**config.mk**
```make
export PLATFORM = sky130hd
export DESIGN_NAME = ptw_walker
export DESIGN_NICKNAME = d
export VERILOG_FILES = /design/src/rtl/ptw_pkg.sv /design/src/rtl/ptw_check.sv /design/src/rtl/ptw_addr.sv /design/src/rtl/ptw_walker.sv
export SDC_FILE = /design/constraint.sdc
export NUM_CORES = 1
export LEC_CHECK = 0
export ABC_AREA = 0
export BUFFER_PORTS_ARGS = -buffer_cell sky130_fd_sc_hd__buf_2
export CAP_MARGIN = 20
export CORE_ASPECT_RATIO = 1.75
export CORE_MARGIN = 1.5
export CORE_UTILIZATION = 35
export DETAILED_ROUTE_END_ITERATION = 7
export PLACE_DENSITY_LB_ADDON = 0.25
export REMOVE_ABC_BUFFERS = 1
export SKIP_CTS_REPAIR_TIMING = 1
export SLEW_MARGIN = 5
export SYNTH_ARGS = -nofsm -noshare
export SYNTH_HDL_FRONTEND = slang
export SYNTH_HIERARCHICAL = 1
export SYNTH_SLANG_ARGS = --single-unit
export TNS_END_PERCENT = 30
```
**constraint.sdc**
```tcl
create_clock -name clk -period 2.4 [get_ports clk]
set_clock_uncertainty 0.15 [all_clocks]
set_input_delay 0.36 -clock clk [delete_from_list [all_inputs] [get_ports clk]]
set_output_delay 0.36 -clock clk [all_outputs]
set_load 0.01 [all_outputs]
```
**src/rtl/ptw_pkg.sv**
```systemverilog
package ptw_pkg;
  localparam int unsigned PA_W     = 32;
  localparam int unsigned ENT_W    = 32;
  localparam int unsigned PG_SHIFT = 12;

  localparam int unsigned B_PRES  = 0;
  localparam int unsigned B_WR    = 1;
  localparam int unsigned B_USR   = 2;
  localparam int unsigned B_ACC   = 5;
  localparam int unsigned B_DIRTY = 6;

  typedef enum logic [2:0] {
    S_IDLE, S_DIR_RD, S_DIR_WB, S_TBL_RD, S_TBL_WB, S_DONE, S_FAULT
  } walk_st_e;

  // base + idx * 4 (entries are 4 bytes)
  function automatic logic [PA_W-1:0] slot_addr(input logic [PA_W-1:0] base,
                                                 input logic [PA_W-1:0] idx);
    return base + (idx << 2);
  endfunction

  // Page-aligned frame base held in the upper entry bits
  function automatic logic [PA_W-1:0] frame_base(input logic [ENT_W-1:0] ent);
    return {ent[ENT_W-1:PG_SHIFT], {PG_SHIFT{1'b0}}};
  endfunction
endpackage

```
**src/rtl/ptw_check.sv**
```systemverilog
module ptw_check
  import ptw_pkg::*;
(
  input  logic [ENT_W-1:0] ent,
  input  logic             is_tbl,
  input  logic             is_wr,
  input  logic             is_usr,
  output logic             absent,
  output logic             prot,
  output logic [ENT_W-1:0] upd,
  output logic             changed
);
  always_comb begin
    absent = !ent[B_PRES];
    prot   = !absent && ((is_usr && !ent[B_USR]) || (is_wr && !ent[B_WR]));
    upd    = ent;
    upd[B_ACC] = 1'b1;
    if (is_tbl && is_wr) upd[B_DIRTY] = 1'b1;
    changed = (upd != ent);
  end

  // an absent entry is never reported as a protection violation
  always_comb begin
    if (absent) p_absent_not_prot_r5: assert (!prot);
  end
endmodule

```
**src/rtl/ptw_addr.sv**
```systemverilog
module ptw_addr
  import ptw_pkg::*;
#(
  parameter int unsigned DIR_IDX_W = 10,
  parameter int unsigned TBL_IDX_W = 10,
  parameter int unsigned OFF_W     = 12
) (
  input  logic [PA_W-1:0]                      base,
  input  logic [DIR_IDX_W+TBL_IDX_W+OFF_W-1:0] va,
  input  logic [ENT_W-1:0]                     dir_ent,
  input  logic [ENT_W-1:0]                     tbl_ent,
  output logic [PA_W-1:0]                      dir_addr,
  output logic [PA_W-1:0]                      tbl_addr,
  output logic [PA_W-1:0]                      paddr
);
  localparam int unsigned VA_W = DIR_IDX_W + TBL_IDX_W + OFF_W;

  logic [DIR_IDX_W-1:0] dir_idx;
  logic [TBL_IDX_W-1:0] tbl_idx;
  logic [OFF_W-1:0]     off;

  assign dir_idx  = va[VA_W-1 -: DIR_IDX_W];
  assign tbl_idx  = va[OFF_W +: TBL_IDX_W];
  assign off      = va[OFF_W-1:0];
  assign dir_addr = slot_addr(base, {{(PA_W-DIR_IDX_W){1'b0}}, dir_idx});
  assign tbl_addr = slot_addr(frame_base(dir_ent), {{(PA_W-TBL_IDX_W){1'b0}}, tbl_idx});
  assign paddr    = frame_base(tbl_ent) | {{(PA_W-OFF_W){1'b0}}, off};
endmodule

```
**src/rtl/ptw_walker.sv**
```systemverilog
module ptw_walker
  import ptw_pkg::*;
#(
  parameter int unsigned DIR_IDX_W = 10,
  parameter int unsigned TBL_IDX_W = 10,
  parameter int unsigned OFF_W     = 12,
  localparam int unsigned VA_W     = DIR_IDX_W + TBL_IDX_W + OFF_W
) (
  input  logic             clk,
  input  logic             rst_n,
  input  logic [PA_W-1:0]  dir_base,
  input  logic             req_valid,
  input  logic [VA_W-1:0]  req_vaddr,
  input  logic             req_write,
  input  logic             req_user,
  output logic             req_ready,
  output logic             mem_req,
  output logic             mem_we,
  output logic [PA_W-1:0]  mem_addr,
  output logic [ENT_W-1:0] mem_wdata,
  input  logic             mem_ack,
  input  logic [ENT_W-1:0] mem_rdata,
  output logic             done,
  output logic [PA_W-1:0]  done_paddr,
  output logic             fault,
  output logic [VA_W-1:0]  fault_vaddr,
  output logic             fault_prot,
  output logic             fault_table,
  output logic             fault_write,
  output logic             fault_user
);
  walk_st_e         st;
  logic [VA_W-1:0]  va_q;
  logic [PA_W-1:0]  base_q;
  logic [ENT_W-1:0] dir_q, tbl_q;
  logic             wr_q, usr_q, prot_q, lvl_q;

  logic             chk_absent, chk_prot, chk_changed;
  logic [ENT_W-1:0] chk_upd;
  logic [PA_W-1:0]  dir_addr, tbl_addr, paddr;

  // named events for assertions
  logic rd_ack, wb_ack, entry_bad;
  assign rd_ack    = mem_req && !mem_we && mem_ack;
  assign wb_ack    = mem_req && mem_we && mem_ack;
  assign entry_bad = chk_absent || chk_prot;

  ptw_check u_chk (
    .ent     (mem_rdata),
    .is_tbl  (st == S_TBL_RD),
    .is_wr   (wr_q),
    .is_usr  (usr_q),
    .absent  (chk_absent),
    .prot    (chk_prot),
    .upd     (chk_upd),
    .changed (chk_changed)
  );

  ptw_addr #(.DIR_IDX_W(DIR_IDX_W), .TBL_IDX_W(TBL_IDX_W), .OFF_W(OFF_W)) u_addr (
    .base     (base_q),
    .va       (va_q),
    .dir_ent  (dir_q),
    .tbl_ent  (tbl_q),
    .dir_addr (dir_addr),
    .tbl_addr (tbl_addr),
    .paddr    (paddr)
  );

  always_ff @(posedge clk) begin
    if (!rst_n) begin
      st     <= S_IDLE;
      va_q   <= '0;
      base_q <= '0;
      dir_q  <= '0;
      tbl_q  <= '0;
      wr_q   <= 1'b0;
      usr_q  <= 1'b0;
      prot_q <= 1'b0;
      lvl_q  <= 1'b0;
    end else begin
      unique case (st)
        S_IDLE: if (req_valid) begin
          va_q   <= req_vaddr;
          wr_q   <= req_write;
          usr_q  <= req_user;
          base_q <= dir_base;
          st     <= S_DIR_RD;
        end
        S_DIR_RD: if (mem_ack) begin
          if (entry_bad) begin
            prot_q <= chk_prot;
            lvl_q  <= 1'b0;
            st     <= S_FAULT;
          end else begin
            dir_q <= chk_upd;
            st    <= chk_changed ? S_DIR_WB : S_TBL_RD;
          end
        end
        S_DIR_WB: if (mem_ack) st <= S_TBL_RD;
        S_TBL_RD: if (mem_ack) begin
          if (entry_bad) begin
            prot_q <= chk_prot;
            lvl_q  <= 1'b1;
            st     <= S_FAULT;
          end else begin
            tbl_q <= chk_upd;
            st    <= chk_changed ? S_TBL_WB : S_DONE;
          end
        end
        S_TBL_WB: if (mem_ack) st <= S_DONE;
        default:  st <= S_IDLE;
      endcase
    end
  end

  always_comb begin
    mem_req   = (st == S_DIR_RD) || (st == S_DIR_WB) || (st == S_TBL_RD) || (st == S_TBL_WB);
    mem_we    = (st == S_DIR_WB) || (st == S_TBL_WB);
    mem_addr  = ((st == S_TBL_RD) || (st == S_TBL_WB)) ? tbl_addr : dir_addr;
    mem_wdata = (st == S_DIR_WB) ? dir_q : (st == S_TBL_WB) ? tbl_q : '0;
  end

  assign req_ready   = (st == S_IDLE);
  assign done        = (st == S_DONE);
  assign done_paddr  = paddr;
  assign fault       = (st == S_FAULT);
  assign fault_vaddr = va_q;
  assign fault_prot  = prot_q;
  assign fault_table = lvl_q;
  assign fault_write = wr_q;
  assign fault_user  = usr_q;

  // success and fault strobes are exclusive
  p_strobe_excl_r4: assert property (@(posedge clk) disable iff (!rst_n)
    !(done && fault));

  // a pending request holds address, direction and data until acknowledged
  p_req_hold_r14: assert property (@(posedge clk) disable iff (!rst_n)
    (mem_req && !mem_ack) |=> (mem_req && $stable(mem_addr) && $stable(mem_we) && $stable(mem_wdata)));

  // no memory traffic while the walker is ready for a new request
  p_idle_quiet_r13: assert property (@(posedge clk) disable iff (!rst_n)
    req_ready |-> !mem_req);

  // every write-back carries a present entry with its accessed flag set
  p_wb_accessed_r9: assert property (@(posedge clk) disable iff (!rst_n)
    (mem_req && mem_we) |-> (mem_wdata[B_ACC] && mem_wdata[B_PRES]));

  // a fault strobe follows directly on a read acknowledgement
  p_fault_after_read_r12: assert property (@(posedge clk) disable iff (!rst_n)
    fault |-> $past(rd_ack));

  // a success strobe follows directly on an acknowledgement
  p_done_after_ack_r4: assert property (@(posedge clk) disable iff (!rst_n)
    done |-> $past(rd_ack || wb_ack));
endmodule

```
* Word level (Yosys, flattened, before mapping)
Cells that the tools add are included.
Operators by class: equality and inequality tests 14, reduce and logical (&&, ||, !) cells 23, add/sub/neg operators 2, bitwise gates (word level) 2, muxes and demuxes 19
Operator list (count):
- $mux 32 | 3
- $add 32x12->32 | 2
- $or 32x12->32 | 1
- $mux 3 | 6
- $pmux 3 s5 | 1
- $ne 2x2->1 const B | 7
- $reduce_and 5->1 | 2
- $eq 3x3->1 const B | 3
- $reduce_and 3->1 | 3
- $logic_or 1x1->1 | 7
- $mux 1 | 7
- $eq 3x2->1 const B | 2
- $logic_and 1x1->1 | 4
- $eq 3x1->1 const B | 1
- $logic_not 1->1 | 3
- $logic_not 3->1 | 1
- $mux 2 | 1
- $ne 2x2->1 | 1
- $pmux 1 s2 | 1
- $reduce_and 2->1 | 1
- $reduce_bool 2->1 | 1
- $reduce_or 2->1 | 1
- $not 1->1 | 1
Storage, ports and cells: input bits 102, output and inout bits 137, bits in registers 135

* Longest topological paths before layout
Gate-level depths: netlist of run 1.
depth after elaboration 8, depth in mapped cells 10, gate-level depth less buffers 9

* Cells and area by module
Netlist of run 1, hierarchy kept.
By module, submodules not included:
- ptw_walker | times used 1, cells an instance 702, seq. area each 2702.6 µm², area an instance 5783.0 µm²
- ptw_addr | times used 1, cells an instance 208, seq. area each 0.0 µm², area an instance 1527.7 µm²
- ptw_check | times used 1, cells an instance 39, seq. area each 0.0 µm², area an instance 276.5 µm²

* Worst setup path after synthesis of run 1
OpenSTA, ideal clock, no wires.
kind register to output, start point register va_q[22] (netlist: fault_vaddr[22]), end point output port mem_addr[20], slack -0.308 ns, stages on the path, launching flop included 10, data arrival time 2.198 ns, required time 1.890 ns, path through dfxtp_1 > ha_1 > inv_1 > fa_1 > nor2b_1 > o2111ai_2 > a21oi_2 > o2111ai_1 > xnor2_1 > mux2_2
Between the ends: cells in the longest elaborated chain, start to end 2
Ends and longest elaborated chain:
- start, declared | RTL line ptw_walker.sv:33 | logic [VA_W-1:0] va_q;
- start signal, assigned | RTL line ptw_walker.sv:83 | va_q <= req_vaddr;
- $add 32x12->32 | RTL line ptw_pkg.sv:19 | return base + (idx << 2);
- via dir_addr[20] | RTL line ptw_walker.sv:40 | logic [PA_W-1:0] dir_addr, tbl_addr, paddr;
- $mux 32 | RTL line ptw_walker.sv:119 | mem_addr = ((st == S_TBL_RD) || (st == S_TBL_WB)) ? tbl_addr : dir_addr;
- end, declared | RTL line ptw_walker.sv:19 | output logic [PA_W-1:0] mem_addr,
The timed path passes the listed nets, and every way through them passes these cells.

* Final worst setup path of run 1
start point register base_q[2], end point output port mem_addr[22]
Between the ends: cells in the longest elaborated chain, start to end 2
Ends and longest elaborated chain:
- start, declared | RTL line ptw_walker.sv:34 | logic [PA_W-1:0] base_q;
- start signal, assigned | RTL line ptw_walker.sv:86 | base_q <= dir_base;
- $add 32x12->32 | RTL line ptw_pkg.sv:19
- via dir_addr[22] | RTL line ptw_walker.sv:40
- $mux 32 | RTL line ptw_walker.sv:119
The timed path passes the listed nets, and every way through them passes these cells.

==> impl_metrics.toml, run 1 <==
[synthesis]
syn_inst = 949
synthMuxAreaShare = 0.0501
synth_common_cells = "nand2_1 (147), a21oi_1 (145), dfxtp_1 (135)"
syn_avg_cell_area_um2 = 8.00
synthFlopType = "dfxtp_1"
synth_edf_count = 0
synth-compound-area-share = 0.219
yosysWarnings = 6
yosysTopAreaCell = "dfxtp_1"
synth_area_leaders = "dfxtp_1 (36%), buf_4 (9.9%), a21oi_1 (9.6%)"
netlist_area_mm2 = 0.00759
synth_top_family_by_area = "compound AO/OA/AOI/OAI gates"
synthXorXnorAreaFrac = 0.0312
synthDistinctLibCells = 66
netlist.area_leader.share = 0.356
ys_async_sr_fraction = 0
ys_ff_latch = 135
ys_seq_area_frac = 0.356
post-synth-top-count-cell = "nand2_1"
yosys.area_share.adder = 0.0191
yosys.area_share.simple = 0.172

[place]
dp_hpwl_mm = 16.1
gp_congestion = 0.817
place_inst = 1383
port_buffers = 238

[cts]
cts_buffer_depth = 2
cts_root_buffer = "clkbuf_16"
clkLatencyLatePin_ns = 0.42
cts_tree = "yes"
cts.sinks = 135
clkSlewWorstSetupHoldPaths_ns = 0.05
htreeDepth = 4
cts-buffers-inserted = 17

[floorplan]
start_util = 0.354
die_area_mm2 = 0.0226
die_x_um = 114
ios = 239
core_area_mm2 = 0.0214
die_h_um = 198
fp-row-count = 71

[timing]
fin_crit_sh = 1.36
finalSetupViolations = 29
rsz0062_at_grt = "yes"
hold_viol_final = 0
worst_slack_ns = -0.873
drv_slew = 0
worst_slew_pin_slew_ns = 0.771
period_needed_ns = 3.27
fmax_mhz = 306
slew_headroom = 0.486

[finish]
nets = 1226
final_core_util = 0.456
multi_input_area_mm2 = 0.00416
nFillCells = 2190
syn_to_final_growth_pct = 28.8
drive_gt1_frac = 0.398
final_cells = 1417
regArea_mm2 = 0.00271

[route]
drtIter0Drc = 521
firstDrtPassIters = 5
wl_mm = 23.6
wl_per_cell_um = 16.6
via_per_inst = 5.02
drt.antenna.violating_nets = 0
drc = 0
vias = 7108

[setup_path]
worst-path-max-fanout = 8
required_ns = 1.89
critPathLaunchType = "register"
cp_data_arrival_time_ns = 2.76
endpoint_kind = "output pin"
critPathKind = "reg -> out"

[hold_path]
hold_path_class = "in -> reg"

[global_route]
grt_overflow = 0
grt_pass1_vias = 6658
antenna_found_initial = 4
grt_max_degree = 67
grt_first_pass_wirelength_mm = 35.7
grt.total_usage = 0.203

[power_and_ir_drop]
power.total_uw = 7850
p_leak_uw = 0.00416
p_per_area_mw_per_mm2 = 804
peakVddDrop_mv = 0.347

[run_status]
violations = "setup timing"
status = "finished with violations"

[flow_run]
maxCapViolCount = 0
stage by stage:
stage,hold WS (ns),setup TNS (ns),worst slack (ns),area [µm²]
after floorplan,0.284,-145.49,-1.30,6470
after global placement,0.290,-9.61,-0.529,8710
after detailed placement,0.297,-10.08,-0.553,8710
after CTS,-0.00313,-23.93,-1.03,9200
after global routing,0.00138,-21.35,-0.986,9770
final,0.0176,-17.83,-0.873,9770
logic make-up (layout without fill, tap and decap cells):
kind of cell | after synthesis | after routing
DFF | 135 | 135
adders and majority gates | 11 | 11
other | 2 | 6
buffers and inverters | 179 | 351
muxes | 34 | 34
and+or+nand+nor | 278 | 278
AOI/OAI and AO/OA | 283 | 283
xor gates and xnor gates | 27 | 27
critical path: stages, from the launching register on:
cell and delay, ns:
dfxtp_2 0.35, ha_4 0.14, inv_2 0.03, fa_2 0.38
nor2b_4 0.16, o2111ai_4 0.18, a21oi_4 0.20, buf_8 0.18
o2111ai_4 0.15, xnor2_2 0.17, mux2_4 0.28, buf_6 0.12
final cells by class:
| cell class | instances | share of cell area |
|---|---|---|
| sequential | 135 | 0.278 |
| tap | 292 | 0.0374 |
| inverter | 7 | 0.00294 |
| antenna | 3 | 0.000768 |
| clock inverter | 5 | 0.00282 |
| clock buffer | 23 | 0.0479 |
| timing repair buffer | 316 | 0.205 |
| multi-input combinational | 636 | 0.425 |
metal layers:
metal / GRT usage / wire, µm
met4: 0.0894 / 684
met3: 0.0383 / 836
met5: 0 / 7
met1: 0.225 / 9220
met2: 0.373 / 12800
path summary, 6_finish.rpt:
path         slack, ns           end  cells past startpoint        start
max              -0.87  mem_addr[22]                     11    base_q[2]
min               0.02     base_q[6]                      3  dir_base[6]
max reg2reg       0.40    base_q[14]                      4        st[0]
min reg2reg       0.31     base_q[1]                      2    base_q[1]
sequential cells by signal (all words and copies together), names as in the netlist:
name	cells
base_q	32
fault_table	1
fault_write	1
dir_q	32
tbl_q	32
fault_user	1
fault_vaddr	32
fault_prot	1
st	3
power breakdown:
part           total [µW]  internal [µW]  switching, µW
clock network        2290           1340            945
logic                2880           1220           1650
registers            2690           2500            195
total                7850           5060           2790
placed cells by master (no fill, tap or decap), types with 4 or more instances in the layout:
master	instances
clkinv_2	4
xor2_1	11
and3_1	4
nand2b_1	4
buf_2	223
buf_6	23
clkbuf_16	17
mux2_4	9
a22o_1	32
ha_4	7
buf_4	61
inv_1	5
buf_12	7
o21ai_0	67
clkbuf_1	4
dfxtp_1	126
nand2_1	146
nand4_1	4
xnor2_1	13
mux2_2	23
a211oi_2	4
o211ai_1	5
nand3_1	69
nor2_1	12
dfxtp_2	9
a21oi_1	140
a21oi_2	6
No activity file was read; power rests on OpenSTA's default activity.
==> inputs of run 2 (changes only) <==
Settings changed: CTS_BUF_LIST set to sky130_fd_sc_hd__clkbuf_4 sky130_fd_sc_hd__clkbuf_8.
==> impl_metrics.toml, run 2 (synthesis gave the netlist of run 1 again) <==
[run_status]
status = "finished with violations"
violations = "hold timing, setup timing"

[global_route]
antenna_found_initial = 3
grt_overflow = 0
grt.total_usage = 0.203
grt_pass1_vias = 6643
grt_first_pass_wirelength_mm = 35.6
grt_max_degree = 67

[route]
firstDrtPassIters = 5
drc = 0
vias = 7462
drt.antenna.violating_nets = 0
drtIter0Drc = 490
wl_mm = 24.3
via_per_inst = 4.98
wl_per_cell_um = 16.2

[cts]
cts-buffers-inserted = 17
cts.sinks = 135
cts_buffer_depth = 2
htreeDepth = 4
clkLatencyLatePin_ns = 0.46
clkSlewWorstSetupHoldPaths_ns = 0.08
cts_tree = "yes"
cts_root_buffer = "clkbuf_8"

[setup_path]
cpPeakStageDelay_ns = 0.38
worst-path-max-fanout = 8
r2r_slack_ns = 0.39
path_cells = "ha_4 > inv_2 > fa_2 > nor2b_4 > o2111ai_4 > a21oi_4 > buf_8 > o2111ai_4 > xnor2_2 > mux2_4 > buf_6"
cp_data_arrival_time_ns = 2.80
crit_buf_inv = 3
critPathKind = "reg -> out"
critPathLaunchType = "register"
crit_slowest_cell = "fa_2"
critPathTopFamily = "adder cells"
endpoint_kind = "output pin"
cp_common_cell = "o2111ai_4"
required_ns = 1.89

[power_and_ir_drop]
peakVddDrop_mv = 0.335
p_leak_uw = 0.00443
p_per_area_mw_per_mm2 = 706

[floorplan]
die_h_um = 198
die_x_um = 114
core_area_mm2 = 0.0214
ios = 239
die_area_mm2 = 0.0226
start_util = 0.354
fp-row-count = 71

[timing]
setup_tns_ns = -18.67
finalSetupViolations = 32
hold_viol_final = 2
rsz0062_at_grt = "yes"
fin_hold_ws_ns = -0.00784
drv_slew = 0
period_needed_ns = 3.31
worst_slack_ns = -0.910
fin_crit_sh = 1.38
fmax_mhz = 302
slew_headroom = 0.484
worst_slew_pin_slew_ns = 0.775

[hold_path]
hold_path_class = "in -> reg"

[finish]
nFillCells = 2126
final_cell_mix = "buf_2 (223), nand2_1 (146), a21oi_1 (139)"
drive_gt1_frac = 0.380
nets = 1307
syn_to_final_growth_pct = 37.8
final_core_util = 0.488
layout_commonest_cell = "buf_2"

[flow_run]
maxCapViolCount = 0

[place]
gp_congestion = 0.817
dp_hpwl_mm = 16.1
port_buffers = 238
-- run 2: path summary, 6_finish.rpt --
kind / startpoint / end / cells past startpoint
worst min-delay path: dir_base[7] / base_q[7] / 3
worst max-delay path: base_q[2] / mem_addr[22] / 11
worst min register to register: base_q[1] / base_q[1] / 2
worst max register to register: st[2] / base_q[16] / 4
-- run 2: routing by layer --
layer  track usage  up-vias  routed length, µm
met2         0.373      182              13200
met5             0        -                  0
met3        0.0373       38                744
met4        0.0898        0                648
li1              -     3693                  -
met1         0.225     3549               9700
-- run 2: per-stage QoR --
step           power (µW)  instances  area (µm²)  setup slack (ns)
2_1_floorplan        4100        778        6470             -1.30
3_3_place_gp         5340       1383        8710            -0.529
3_5_place_dp         5370       1383        8710            -0.553
4_1_cts              7050       1411        9030             -1.08
5_1_grt              7840       1498       10500             -1.04
6_report             7380       1498       10500            -0.910
-- run 2: cell type report --
cell class	count	area, µm²	share of cell area
well taps	292	365	0.0349
flip-flops and latches	135	2720	0.260
repair buffers	397	2820	0.269
clock inverters	5	27.5	0.00263
clock buffers	23	292	0.0279
multi-input cells	636	4210	0.402
diodes	3	7.51	0.000718
inverters	7	28.8	0.00275
-- run 2: power breakdown --
part	switching [µW]	internal, µW
clock network	871	783
logic	1700	1340
registers	202	2490
-- run 2: worst reg2reg max path, stage by stage, from the launching register on --
cell     delay [ns]
dfxtp_2        0.35
buf_8          0.15
or4b_4         0.87
nand2_1        0.25
a21oi_1        0.09
==> inputs of run 3 (changes only) <==
==> constraint.sdc (replaced) <==
create_clock -name clk -period 2.4 [get_ports clk]
set_clock_uncertainty 0.15 [all_clocks]
set_input_delay 0.72 -clock clk [delete_from_list [all_inputs] [get_ports clk]]
set_output_delay 0.72 -clock clk [all_outputs]
set_load 0.01 [all_outputs]
==> impl_metrics.toml, run 3 (synthesis gave the netlist of run 1 again) <==
[run_status]
status = "finished with violations"
violations = "setup timing"

[setup_path]
r2r_start = "st[1]"
path_cells = "ha_4 > inv_2 > fa_2 > nor2b_4 > o2111ai_4 > a21oi_2 > buf_6 > o2111ai_1 > xnor2_1 > mux2_2 > buf_2"
critPathLaunchType = "register"
cpPeakStageDelay_ns = 0.38
critPathLaunch = "base_q[2]"
crit_slowest_cell = "fa_2"
critPathTopFamily = "adder cells"
endpoint_kind = "output pin"
crit_path_end = "mem_addr[26]"
r2r_slack_ns = 0.49
r2r-end = "st[0]"
crit_cells = 11
worst-path-max-fanout = 8
critPathKind = "reg -> out"
cp_data_arrival_time_ns = 2.78
required_ns = 1.53
reg2reg_depth = 8
crit_buf_inv = 3

[place]
port_buffers = 238
dp_worst_setup_slack_ns = -0.923
gp_congestion = 0.831
dp_hpwl_mm = 16.7
place_inst = 1406

[global_route]
grt_max_degree = 67
antenna_found_initial = 3
grt_first_pass_wirelength_mm = 35.7
grt_overflow = 0
grt_pass1_vias = 6847
grt.total_usage = 0.203

[floorplan]
die_h_um = 198
die_x_um = 114
fp-row-count = 71
start_util = 0.354
ios = 239
core_area_mm2 = 0.0214
die_area_mm2 = 0.0226

[cts]
clkLatencyLatePin_ns = 0.46
htreeDepth = 4
cts.sinks = 135
clkSlewWorstSetupHoldPaths_ns = 0.08
cts_root_buffer = "clkbuf_8"
cts_buffer_depth = 2
cts_tree = "yes"
cts-buffers-inserted = 17

[power_and_ir_drop]
p_leak_uw = 0.00426
peakVddDrop_mv = 0.359
p_per_area_mw_per_mm2 = 787

[finish]
final_cells = 1443
drive_gt1_frac = 0.420
nets = 1249
final_core_util = 0.468
layout_commonest_cell = "buf_2"
final_cell_mix = "buf_2 (221), nand2_1 (146), a21oi_1 (139)"
syn_to_final_growth_pct = 32.1

[timing]
drv_slew = 0
fmax_mhz = 274
worst_slew_pin_slew_ns = 0.671
hold_viol_final = 0
worst_slack_ns = -1.25
fin_crit_sh = 1.52
period_needed_ns = 3.65
rsz0062_at_grt = "yes"
finalSetupViolations = 65
setup_tns_ns = -34.96
slew_headroom = 0.552

[route]
wl_per_cell_um = 16.5
wl_mm = 23.8
drc = 0
via_per_inst = 5.04
drt.antenna.violating_nets = 0
drtIter0Drc = 504
vias = 7272
firstDrtPassIters = 5

[flow_run]
maxCapViolCount = 0

[hold_path]
holdPathStages = 2
hold_path_class = "reg -> reg"
[run 3: cell count changes in the layout (fill, tap and decap cells not counted), sizes merged]
cell | previous run | this run
dlygate4sd3 | 80 | 0
buf | 317 | 339
bufinv | 0 | 4
clkinv | 4 | 3
[run 3: how the worst min path moves through the flow]
stage                 endpoint  slack, ns           from
2_1_floorplan        base_q[0]       0.28      base_q[0]
6_report             base_q[1]       0.31      base_q[1]
3_5_place_dp         base_q[0]       0.30      base_q[0]
4_1_cts        fault_vaddr[21]       0.30  req_vaddr[21]
3_3_place_gp         base_q[0]       0.29      base_q[0]
5_1_grt             base_q[31]       0.31   dir_base[31]
[run 3: where the power goes]
group | switching [µW] | leakage [µW] | internal [µW]
Sequential | 190 | 0.00110 | 2500
Clock | 899 | 0.000224 | 1230
Combinational | 1720 | 0.00293 | 1360
[run 3: cell type report]
class                   count  area, µm²
multi-input cells         636       4190
inverters                   7       28.8
fillers                  2182      11400
clock buffers              23        292
clock inverters             8        146
repair buffers            339       2270
well taps                 292        365
flip-flops and latches    135       2730
diodes                      3       7.51
[run 3: layer usage]
layer / vias up / track usage / routed length (µm)
met5: - / 0 / 0
met2: 186 / 0.379 / 12900
met3: 47 / 0.0343 / 772
met1: 3465 / 0.214 / 9250
met4: 0 / 0.110 / 879
li1: 3574 / - / -
[run 3: through the flow]
step | total power [µW] | cell area, µm² | hold slack, ns
2_1_floorplan | 4100 | 6470 | 0.284
4_1_cts | 7610 | 9360 | 0.298
3_5_place_dp | 5470 | 8920 | 0.298
3_3_place_gp | 5450 | 8920 | 0.290
5_1_grt | 8340 | 10000 | 0.308
6_report | 7890 | 10000 | 0.306
[run 3: worst reg2reg max path: cells and delay by family (launching register included)]
kind | cells | cell delay [ns]
buf+inv | 1 | 0.38
mux | 1 | 0.09
flops | 1 | 0.38
simple gates | 4 | 0.49
compound gates | 2 | 0.31
